<file path="src/rtl/chan_jam_pkg.sv">
package chan_jam_pkg;
    typedef enum logic {
        PH_ADDR = 1'b0,
        PH_DATA = 1'b1
    } phase_t;

    typedef enum logic [1:0] {
        SRC_NONE  = 2'd0,
        SRC_ADDR  = 2'd1,
        SRC_DATA  = 2'd2,
        SRC_SENSE = 2'd3
    } jam_src_t;
endpackage

</file>
<file path="src/rtl/amx_pick.sv">
module amx_pick #(
    parameter int N = 3
) (
    input  logic [N-1:0] req,
    output logic [N-1:0] win,
    output logic         any
);
    logic seen;

    always_comb begin
        seen = 1'b0;
        for (int i = 0; i < N; i++) begin
            win[i] = req[i] && !seen;
            seen   = seen || req[i];
        end
        any = seen;
    end
endmodule

</file>
<file path="src/rtl/amx_gather.sv">
module amx_gather #(
    parameter int N = 3,
    parameter int W = 18
) (
    input  logic [N-1:0]   sel,
    input  logic [N*W-1:0] flat,
    output logic [W-1:0]   out
);
    logic [W-1:0] masked [N];

    for (genvar i = 0; i < N; i++) begin : g_mask
        assign masked[i] = flat[i*W +: W] & {W{sel[i]}};
    end

    always_comb begin
        out = '0;
        for (int i = 0; i < N; i++) begin
            out = out | masked[i];
        end
    end
endmodule

</file>
<file path="src/rtl/chan_jam_reg.sv">
module chan_jam_reg
    import chan_jam_pkg::*;
#(
    parameter int NCH = 3,
    parameter int DW  = 18,
    parameter int AW  = 13,
    parameter int EW  = 2
) (
    input  logic              clk,
    input  logic              rst_n,
    input  logic              grant,
    input  logic              grant_sim,
    input  logic              mem_strobe,
    input  logic              ext_load,
    input  logic [NCH-1:0]    set_addr,
    input  logic [NCH-1:0]    set_data,
    input  logic [NCH-1:0]    to_dev,
    input  logic [NCH*AW-1:0] ch_addr,
    input  logic [NCH*EW-1:0] ch_ext,
    input  logic [NCH*DW-1:0] ch_data,
    input  logic [DW-1:0]     sense,
    output logic [DW-1:0]     word_q,
    output logic [EW-1:0]     ext_q
);
    localparam int PADW = DW - AW;

    logic [NCH-1:0] dsel;
    logic [NCH-1:0] asel;
    logic           dany;
    logic           aany;
    logic [AW-1:0]  addr_mux;
    logic [DW-1:0]  data_mux;
    logic [EW-1:0]  ext_mux;
    logic           out_xfer;
    logic           load_pulse;
    phase_t         ph_q;
    phase_t         ph_d;
    jam_src_t       src;

    amx_pick #(.N(NCH)) u_dpick (.req(set_data), .win(dsel), .any(dany));
    amx_pick #(.N(NCH)) u_apick (.req(set_addr), .win(asel), .any(aany));

    amx_gather #(.N(NCH), .W(AW)) u_gaddr (.sel(dsel), .flat(ch_addr), .out(addr_mux));
    amx_gather #(.N(NCH), .W(DW)) u_gdata (.sel(dsel), .flat(ch_data), .out(data_mux));
    amx_gather #(.N(NCH), .W(EW)) u_gext  (.sel(asel), .flat(ch_ext),  .out(ext_mux));

    assign out_xfer   = dany && (|(dsel & to_dev));
    assign load_pulse = grant || grant_sim || mem_strobe;

    // next phase and load source
    always_comb begin
        ph_d = ph_q;
        src  = SRC_NONE;
        if (!dany) begin
            ph_d = PH_ADDR;
        end else if (out_xfer) begin
            if (mem_strobe) begin
                src  = SRC_SENSE;
                ph_d = PH_ADDR;
            end
        end else if (load_pulse) begin
            unique case (ph_q)
                PH_ADDR: begin
                    src  = SRC_ADDR;
                    ph_d = PH_DATA;
                end
                PH_DATA: begin
                    src  = SRC_DATA;
                    ph_d = PH_ADDR;
                end
            endcase
        end
    end

    // phase register
    always_ff @(posedge clk or negedge rst_n) begin
        if (!rst_n) begin
            ph_q <= PH_ADDR;
        end else begin
            ph_q <= ph_d;
        end
    end

    // word register
    always_ff @(posedge clk or negedge rst_n) begin
        if (!rst_n) begin
            word_q <= '0;
        end else begin
            unique case (src)
                SRC_ADDR:  word_q <= {{PADW{1'b0}}, addr_mux};
                SRC_DATA:  word_q <= data_mux;
                SRC_SENSE: word_q <= sense;
                SRC_NONE:  word_q <= word_q;
            endcase
        end
    end

    // extended address register
    always_ff @(posedge clk or negedge rst_n) begin
        if (!rst_n) begin
            ext_q <= '0;
        end else if (ext_load) begin
            ext_q <= aany ? ext_mux : '0;
        end
    end
endmodule

</file>
<file path="config.mk">
export PLATFORM = sky130hd
export DESIGN_NAME = chan_jam_reg
export DESIGN_NICKNAME = d
export VERILOG_FILES = /design/src/rtl/chan_jam_pkg.sv /design/src/rtl/amx_pick.sv /design/src/rtl/amx_gather.sv /design/src/rtl/chan_jam_reg.sv
export SDC_FILE = /design/constraint.sdc
export NUM_CORES = 1
export LEC_CHECK = 0
export BUFFER_PORTS_ARGS = -buffer_cell sky130_fd_sc_hd__clkbuf_2
export CORE_MARGIN = 4
export CORE_UTILIZATION = 37
export CTS_BUF_LIST = sky130_fd_sc_hd__clkbuf_8
export DETAILED_ROUTE_END_ITERATION = 7
export GPL_TIMING_DRIVEN = 0
export PLACE_DENSITY_LB_ADDON = 0.1
export SLEW_MARGIN = 15
export SYNTH_ARGS = -nofsm -noshare
export SYNTH_HDL_FRONTEND = slang
export SYNTH_SLANG_ARGS = --single-unit
export TNS_END_PERCENT = 50
</file>
<file path="constraint.sdc">
create_clock -name clk -period 1.4 [get_ports clk]
set_input_delay 0 -clock clk [delete_from_list [all_inputs] [get_ports clk]]
set_output_delay 0 -clock clk [all_outputs]
set_load 0.005 [all_outputs]
</file>
## Word level (Yosys, flattened, before mapping)

Cells that the tools add are included.

| word-level totals | value |
|---|---|
| output and inout port bits | 20 |
| input bits | 132 |
| bits in registers | 21 |
| logic and storage cells | 55 |

| operators by class | value |
|---|---|
| reductions and logical operators | 18 |
| equality and inequality tests | 5 |
| bitwise logic cells | 17 |
| multiplexer cells | 12 |

Operator list:

| cell | number |
|---|---|
| $and 18x18->18 | 3 |
| $pmux 18 s3 | 1 |
| $and 13x13->13 | 3 |
| $or 18x18->18 | 2 |
| $or 13x13->13 | 2 |
| $mux 2 | 5 |
| $and 2x2->2 | 3 |
| $logic_or 1x1->1 | 6 |
| $logic_and 1x1->1 | 5 |
| $eq 2x2->1 const B | 2 |
| $logic_not 1->1 | 4 |
| $mux 1 | 4 |
| $or 2x2->2 | 2 |
| $pmux 2 s2 | 1 |
| $and 3x3->3 | 1 |
| $ne 3x1->1 const B | 1 |
| $ne 3x3->1 const B | 1 |
| $reduce_or 3->1 | 1 |
| $eq 2x1->1 const B | 1 |
| $logic_not 2->1 | 1 |
| $pmux 1 s2 | 1 |
| $reduce_and 2->1 | 1 |
| $not 1->1 | 1 |

## Longest topological paths before layout

Gate-level depths: netlist (run 1).

| logic depth | value |
|---|---|
| depth after elaboration | 10 |
| depth in mapped cells | 8 |
| mapped depth without buffers | 5 |

## Hierarchy

Synthesis (run 1) repeated with hierarchy kept, for this count alone.

| unflattened totals | value |
|---|---|
| cell total of the unflattened synthesis | 209 |
| area total of the unflattened synthesis | 1780.5 um^2 |

By module, submodules not included:

| module | area each (um^2) | cells an instance | instances |
|---|---|---|---|
| chan_jam_reg | 1178.6 | 126 | 1 |
| amx_gather (u_gdata) | 312.8 | 42 | 1 |
| amx_gather (u_gaddr) | 206.4 | 29 | 1 |
| amx_pick | 27.5 | 4 | 2 |
| amx_gather (u_gext) | 27.5 | 4 | 1 |

## Worst setup path after synthesis (run 1)

OpenSTA, ideal clock, no wires.

| timing path | value |
|---|---|
| path type | reg2reg |
| start | reg ph_q |
| end | reg word_q[4] |
| cell stages (with the launch flop) | 6 |
| period minus slack after synthesis | 1.404 ns |
| path slack | -0.004 ns |
| arrival | 1.279 ns |
| path through | dfrtp_1 > clkbuf_1 > clkbuf_1 > o31a_1 > o22ai_1 > mux2_2 |

| on the way | value |
|---|---|
| longest elaborated chain between the ends | 7 |
| elaborated cells between the ends (all ways) | 10 |

RTL lines:

| element | RTL line | text |
|---|---|---|
| start: declaration | chan_jam_reg.sv:36 | `phase_t ph_q;` |
| start signal: assignment | chan_jam_reg.sv:80 | `ph_q <= ph_d;` |
| $not 1->1 | chan_jam_reg.sv:62 | `unique case (ph_q)` |
| $pmux 2 s2 (*) | chan_jam_reg.sv:62 |  |
| $mux 2 (*) | chan_jam_reg.sv:61 | `end else if (load_pulse) begin` |
| $mux 2 (*) | chan_jam_reg.sv:56 | `end else if (out_xfer) begin` |
| $mux 2 (*) | chan_jam_reg.sv:54 | `if (!dany) begin` |
| $eq 2x2->1 / $eq 2x1->1 (equally long branches) | chan_jam_reg.sv:89 | `unique case (src)` |
| $pmux 18 s3 | chan_jam_reg.sv:89 |  |
| end signal: assignment | chan_jam_reg.sv:90 | `SRC_ADDR: word_q <= {{PADW{1'b0}}, addr_mux};` |
| end signal: assignment | chan_jam_reg.sv:91 | `SRC_DATA: word_q <= data_mux;` |
| end signal: assignment | chan_jam_reg.sv:92 | `SRC_SENSE: word_q <= sense;` |
| end: declaration | chan_jam_reg.sv:22 | `output logic [DW-1:0] word_q,` |

Mark *: on every way between the ends. The rest lies on a longest branch, timed or not.
A chain may end at the register's enable or synchronous reset.

## Final worst setup path (run 1)

Same ends and word-level chain as after synthesis.

==> results of run 1 <==
[stage by stage]
stage / util, % / TNS (ns)
floorplan: - / 0
global placement: 54.5 / -2.18
detailed placement: 54.5 / -2.35
CTS: 56.6 / 0
global route: 57.5 / -0.00874
finish: 57.5 / 0
[registers in the layout, indices dropped and copies added, names as in the netlist]
| signal | cells |
|---|---|
| word_q | 18 |
| ext_q | 2 |
| ph_q | 1 |
[cells by family (layout without fill, tap and decap cells)]
| group | count (synthesis) | after routing |
|---|---|---|
| multiplexers | 15 | 15 |
| AO/OA/AOI/OAI | 101 | 101 |
| buffers and inverters | 27 | 186 |
| flip-flops | 21 | 21 |
| AND/OR/NAND/NOR | 69 | 69 |
[layer usage]
metal | share of wire [%] | vias to the layer above | GRT usage (%)
met5 | 0 | - | 0
met2 | 47 | 97 | 34.8
met1 | 43 | 1074 | 29.0
met4 | 0.60 | 0 | 3.89
li1 | - | 1201 | -
met3 | 9.3 | 4 | 3.66
[what timing repair did]
item	in CTS	in global routing
cloned	0	0
setup buffers	0	2
resized for setup	3	6
pin swaps	0	0
setup endpoints to repair	14	11
endpoints found under the hold margin	26	0
hold buffers	6	0
[layout make-up]
| type | instances | area (µm²) |
|---|---|---|
| multi-input cells | 185 | 1330 |
| repair buffers | 156 | 816 |
| inverters | 2 | 7.51 |
| clock buffers | 3 | 41.3 |
| clock inverters | 1 | 5.00 |
| well taps | 70 | 87.6 |
| fillers | 546 | 2180 |
| plain buffers | 24 | 141 |
| flip-flops and latches | 21 | 527 |
[worst max-delay path by stage]
| stage | slack [ns] | cells after the start | to |
|---|---|---|---|
| after global routing | -0.009 | 7 | word_q[17] |
| after CTS | 0.02 | 4 | word_q[7] |
| after floorplan | 0.09 | 5 | word_q[4] |
| after detailed placement | -0.23 | 8 | word_q[7] |
| final | 0.09 | 4 | word_q[4] |
| after global placement | -0.22 | 8 | word_q[8] |
[critical path, stage by stage, from the launching register on]
cell and delay (ns):
dfrtp_2 0.46, buf_4 0.19, o31a_1 0.29, o22ai_1 0.13, mux2_2 0.17
[synthesized netlist by cell type (all sizes together)]
cell | number | share of area (%)
clkbuf | 11 | 2.2
o21ai | 2 | 0.51
o31a | 13 | 5.8
nand3b | 19 | 7.9
a22oi | 3 | 1.1
a22o | 1 | 0.89
or2 | 2 | 0.64
o22ai | 13 | 4.1
a21oi | 51 | 16
a221o | 5 | 2.5
inv | 2 | 0.38
nor2 | 10 | 2.2
nand3 | 1 | 0.51
buf | 14 | 4.9
dfrtp | 21 | 27
a221oi | 13 | 5.8
mux2 | 15 | 8.6
nor2b | 15 | 4.8
nor3 | 2 | 0.76
nand2 | 20 | 3.8
[report_power, final]
group	leakage (nW)	internal [mW]	switching, mW
registers	0.256	0.729	0.0712
clock network	0.0255	0.198	0.180
logic	1.14	0.534	0.458
total	1.42	1.46	0.710
==> results.txt, run 1 <==
crit end category - flop
CTS tree - built
RSZ-0062 raised after global routing - true
final-report hold violation count - 0
Die Area - 6550 µm²
cell count after placement - 451
hpwl dp - 6.14 mm
max cap viols - 0
Clk Latency, worst-skew pair - 0.25 ns
largest net degree at the start of global routing - 22
commonest non-fill, non-tap cell in the layout - clkbuf_2
Syn Area/Cell - 8.45 µm²
worst-margin pin slew - 0.673 ns
post-synthesis mux area share - 8.58%
via-per-instance ratio - 5.14
status - finished clean
largest fanout on the critical path - 10
r2r worst-path depth - 4
crit start category - flop
worst vdd ir - 0.686 mV
count of different cell masters after synthesis - 30
setup ws final - 0.0859 ns
initial antenna violation count - 0
simple-gate portion of the synthesized area - 20.5%
GRT Total Usage - 21.1%
Area growth syn-to-layout - 50.1%
vias in the first global route - 2259
Hold Slack - 0.0263 ns
P_leak - 1.42 nW
number of synthesized register bits - 21
clk sinks - 21
worst r2r src - ph_q
# setup viols final - 0
Post-Syn Instances - 233
final net count - 525
skew final - 0.00610 ns
Fmax - 761 MHz
Worst Hold End - ext_q[1]
critical path launch point - ph_q
Die H - 81.0 µm
drt wl/cell - 15.6 µm
Post-Layout Inst Area - 2960 µm²
Compound-Gate Fraction of Synth Area - 36.8%
worst hold start - ext_load
Final Cycle Share - 93.9%
CP arrival - 1.51 ns
Max Slew Vio Count - 0
initial core utilization - 38.3%
die width - 81.0 µm
clk buf depth - 2
worst reg2reg setup slack - 0.09 ns
min Tclk post-route - 1.31 ns
Post-DP Area - 2800 µm²
GP Congestion - 0.785
Routed Antenna Nets - 0
PwrDens - 734 nW/µm²
relative slew slack - 55.2%
total CTS buffers - 3
total gr overflow - 0
post-synthesis sequential area ratio - 26.7%
DR vias - 2376
post-synthesis xor/xnor area fraction - 0%
CTS clk-pin slew, worst paths - 0.08 ns
most frequent cells in the layout - clkbuf_2 (149), a21oi_1 (37), nand2_1 (20), dfrtp_1 (20), nand3b_1 (18)
First-pass DRT Iterations - 4
htree depth - 1
final WL - 7.20 mm
main combinational cell family by area after synthesis - compound AO/OA/AOI/OAI gates
Root Buffer - clkbuf_8
Post-Place Worst Slack - -0.233 ns
WHS Path Cells - 2
fraction of the mapped netlist area in adder cells - 0%
WP data required - 1.59 ns
critical path type - flop to flop
IO Pins - 152
Power Total - 2.17 mW
R2R Path End - word_q[4]
IO Port Bufs - 148
initial DRC count - 143
core box area - 5140 µm²
DRC violations left - 0
Syn Nets - 365
Cell Rows - 26
hold crit path type - input port to flop
number of diodes - 0
ratio of cells with drive above 1 in the final layout - 53.3%
Mapped Area - 1970 µm²
fin cells - 462
Yosys warning count - 0
first-pass GRT wire length - 10.9 mm
Note: power is estimated with default switching activity, not from simulation.
==> inputs of run 2 (changes only) <==
CELL_PAD_IN_SITES_DETAIL_PLACEMENT = 1   (was default)
CELL_PAD_IN_SITES_GLOBAL_PLACEMENT = 1   (was default)
CORE_UTILIZATION = 25   (was 37)
==> run 2 against run 1 <==
Net effect: die area rose by 43%; utilization fell by 19 points; via count rose by 1.0%; global-route usage fell by 3.8 points; non-clock buffer count fell by 1; worst hold slack got worse by 0.019 ns; clock skew fell by 0.00092 ns; combinational power barely moved; largest power group unchanged; highest routed layer unchanged.
==> results.txt, run 2 (same netlist as run 1, synthesis figures left out) <==
CP max-delay cell - dfrtp_2
biggest regs - word_q x18, ext_q x2, ph_q x1
Post-Layout Inst Area - 2960 µm² (+0.25%)
M3 GR Usage - 4.76% (+1.1 points)
Area growth syn-to-layout - 50.4%
largest fanout on the critical path - 10 (unchanged)
CTS clk-pin slew, worst paths - 0.08 ns (about the same)
P_leak - 1.41 nW (-0.56%)
Die Area - 9360 µm² (+43%)
fin cells - 493 (+6.7%)
Max Slew Vio Count - 0 (unchanged)
hpwl dp - 7.22 mm (+18%)
DRC violations left - 0 (unchanged)
First-pass DRT Iterations - 4 (unchanged)
initial DRC count - 55 (-62%)
crit start category - flop
core box area - 7690 µm² (+50%)
crit end category - flop
skew final - 0.00519 ns (-0.000915 ns)
final net count - 524 (-0.19%)
GR Util met2 - 28.3% (-6.5 points)
drt wl/cell - 16.9 µm (+8.5%)
CTS tree - built
ratio of cells with drive above 1 in the final layout - 52.7% (-0.63 points)
final-report hold violation count - 0 (unchanged)
Fmax - 764 MHz (+0.38%)
number of diodes - 0 (unchanged)
Largest register FFs - 18 (unchanged)
initial antenna violation count - 0 (unchanged)
DR vias - 2400 (+1.0%)
Layout Utilization - 38.5% (-19 points)
total CTS buffers - 3 (unchanged)
Die H - 96.8 µm (+20%)
largest net degree at the start of global routing - 22 (unchanged)
htree depth - 1 (unchanged)
Cell Rows - 32 (+23%)
GRT met1 Usage - 23.1% (-5.9 points)
Routed Antenna Nets - 0 (unchanged)
clk buf depth - 2 (unchanged)
WP data required - 1.60 ns (about the same)
GP Congestion - 0.829 (+5.6%)
Root Buffer - clkbuf_8
Post-DP Area - 2840 µm² (+1.4%)
CP arrival - 1.51 ns (about the same)
most frequent cells in the layout - clkbuf_2 (150), a21oi_1 (37), nand2_1 (20), dfrtp_1 (20), nand3b_1 (18)
CP cell instances - clkbuf_4 > o31a_1 > o22ai_1 > mux2_2
total gr overflow - 0 (unchanged)
min Tclk post-route - 1.31 ns (-0.00492 ns)
# setup viols final - 0 (unchanged)
worst vdd ir - 0.516 mV (-25%)
critical path's top delay family - compound AO/OA/AOI/OAI gates
RSZ-0062 raised after global routing - false
initial core utilization - 25.6% (-13 points)
IO Pins - 152 (unchanged)
via-per-instance ratio - 4.87 (-5.3%)
cell count after placement - 483 (+7.1%)
critical path type - flop to flop
status - finished clean
commonest non-fill, non-tap cell in the layout - clkbuf_2
max cap viols - 0 (unchanged)
hold crit path type - input port to flop
clk sinks - 21 (unchanged)
Crit path buffers/inverters - 1 (unchanged)
Max stage delay on crit path - 0.42 ns (-0.04 ns)
Clk Latency, worst-skew pair - 0.26 ns (about the same)
vias in the first global route - 2648 (+17%)
first-pass GRT wire length - 13.4 mm (+23%)
die width - 96.8 µm (+20%)
Final Cycle Share - 93.5% (-0.35 points)
final WL - 8.34 mm (+16%)
PwrDens - 738 nW/µm² (+0.52%)
IO Port Bufs - 148 (unchanged)
Largest Register - word_q
most used routing layer - met2
relative slew slack - 56.7% (+1.6 points)
GRT Total Usage - 17.2% (-3.8 points)
worst-margin pin slew - 0.649 ns (-0.0234 ns)
setup tns final - 0 ns (unchanged)
[run 2: changes by cell type in the layout (fill, tap and decap cells not counted), sizes merged]
cell and delta:
buf -2, clkbuf +1
[run 2: worst paths after layout]
kind	from	end	slack (ns)	cells after the start
min in group asynchronous	rst_n	ext_q[0]	0.25	2
worst max register to register	ph_q	word_q[7]	0.09	4
worst max-delay path	ph_q	word_q[7]	0.09	4
worst min register to register	word_q[7]	word_q[7]	0.51	1
worst min-delay path	ext_load	ext_q[0]	0.007	2
max in group asynchronous	rst_n	ph_q	0.77	2
[run 2: through the flow]
step	power [mW]	hold slack, ns	worst slack (ns)
5_1_grt	2.36	0.00102	0.0101
4_1_cts	2.21	0.00196	0.00949
2_1_floorplan	1.31	-0.296	0.0910
3_3_place_gp	1.78	0.00164	-0.267
3_5_place_dp	1.79	0.0125	-0.268
6_report	2.19	0.00748	0.0908
[run 2: routing by layer]
layer / part of all wire [%] / vias to the layer above
li1: - / 1193
met1: 46 / 1100
met2: 45 / 99
met3: 7.4 / 8
met4: 1.2 / 0
met5: 0 / -
[run 2: layout make-up]
class                   instances  area [µm²]
fillers                       982        4720
multi-input cells             185        1300
repair buffers                155         808
flip-flops and latches         21         527
plain buffers                  24         143
well taps                     102         128
clock buffers                   3        41.3
inverters                       2        7.51
clock inverters                 1        5.00
[run 2: repair_timing]
item / in CTS / in global routing
buffers inserted: 0 / 1
gates resized for setup: 2 / 4
hold endpoints to repair: 26 / 0
gates cloned: 0 / 0
hold buffers: 6 / 0
setup endpoints to repair: 13 / 11
[run 2: where the power goes]
group	total [mW]	switching [mW]	internal, mW	leakage (nW)
sequential	0.792	0.0638	0.728	0.256
combinational	1.00	0.480	0.522	1.13
clock	0.393	0.195	0.198	0.0255
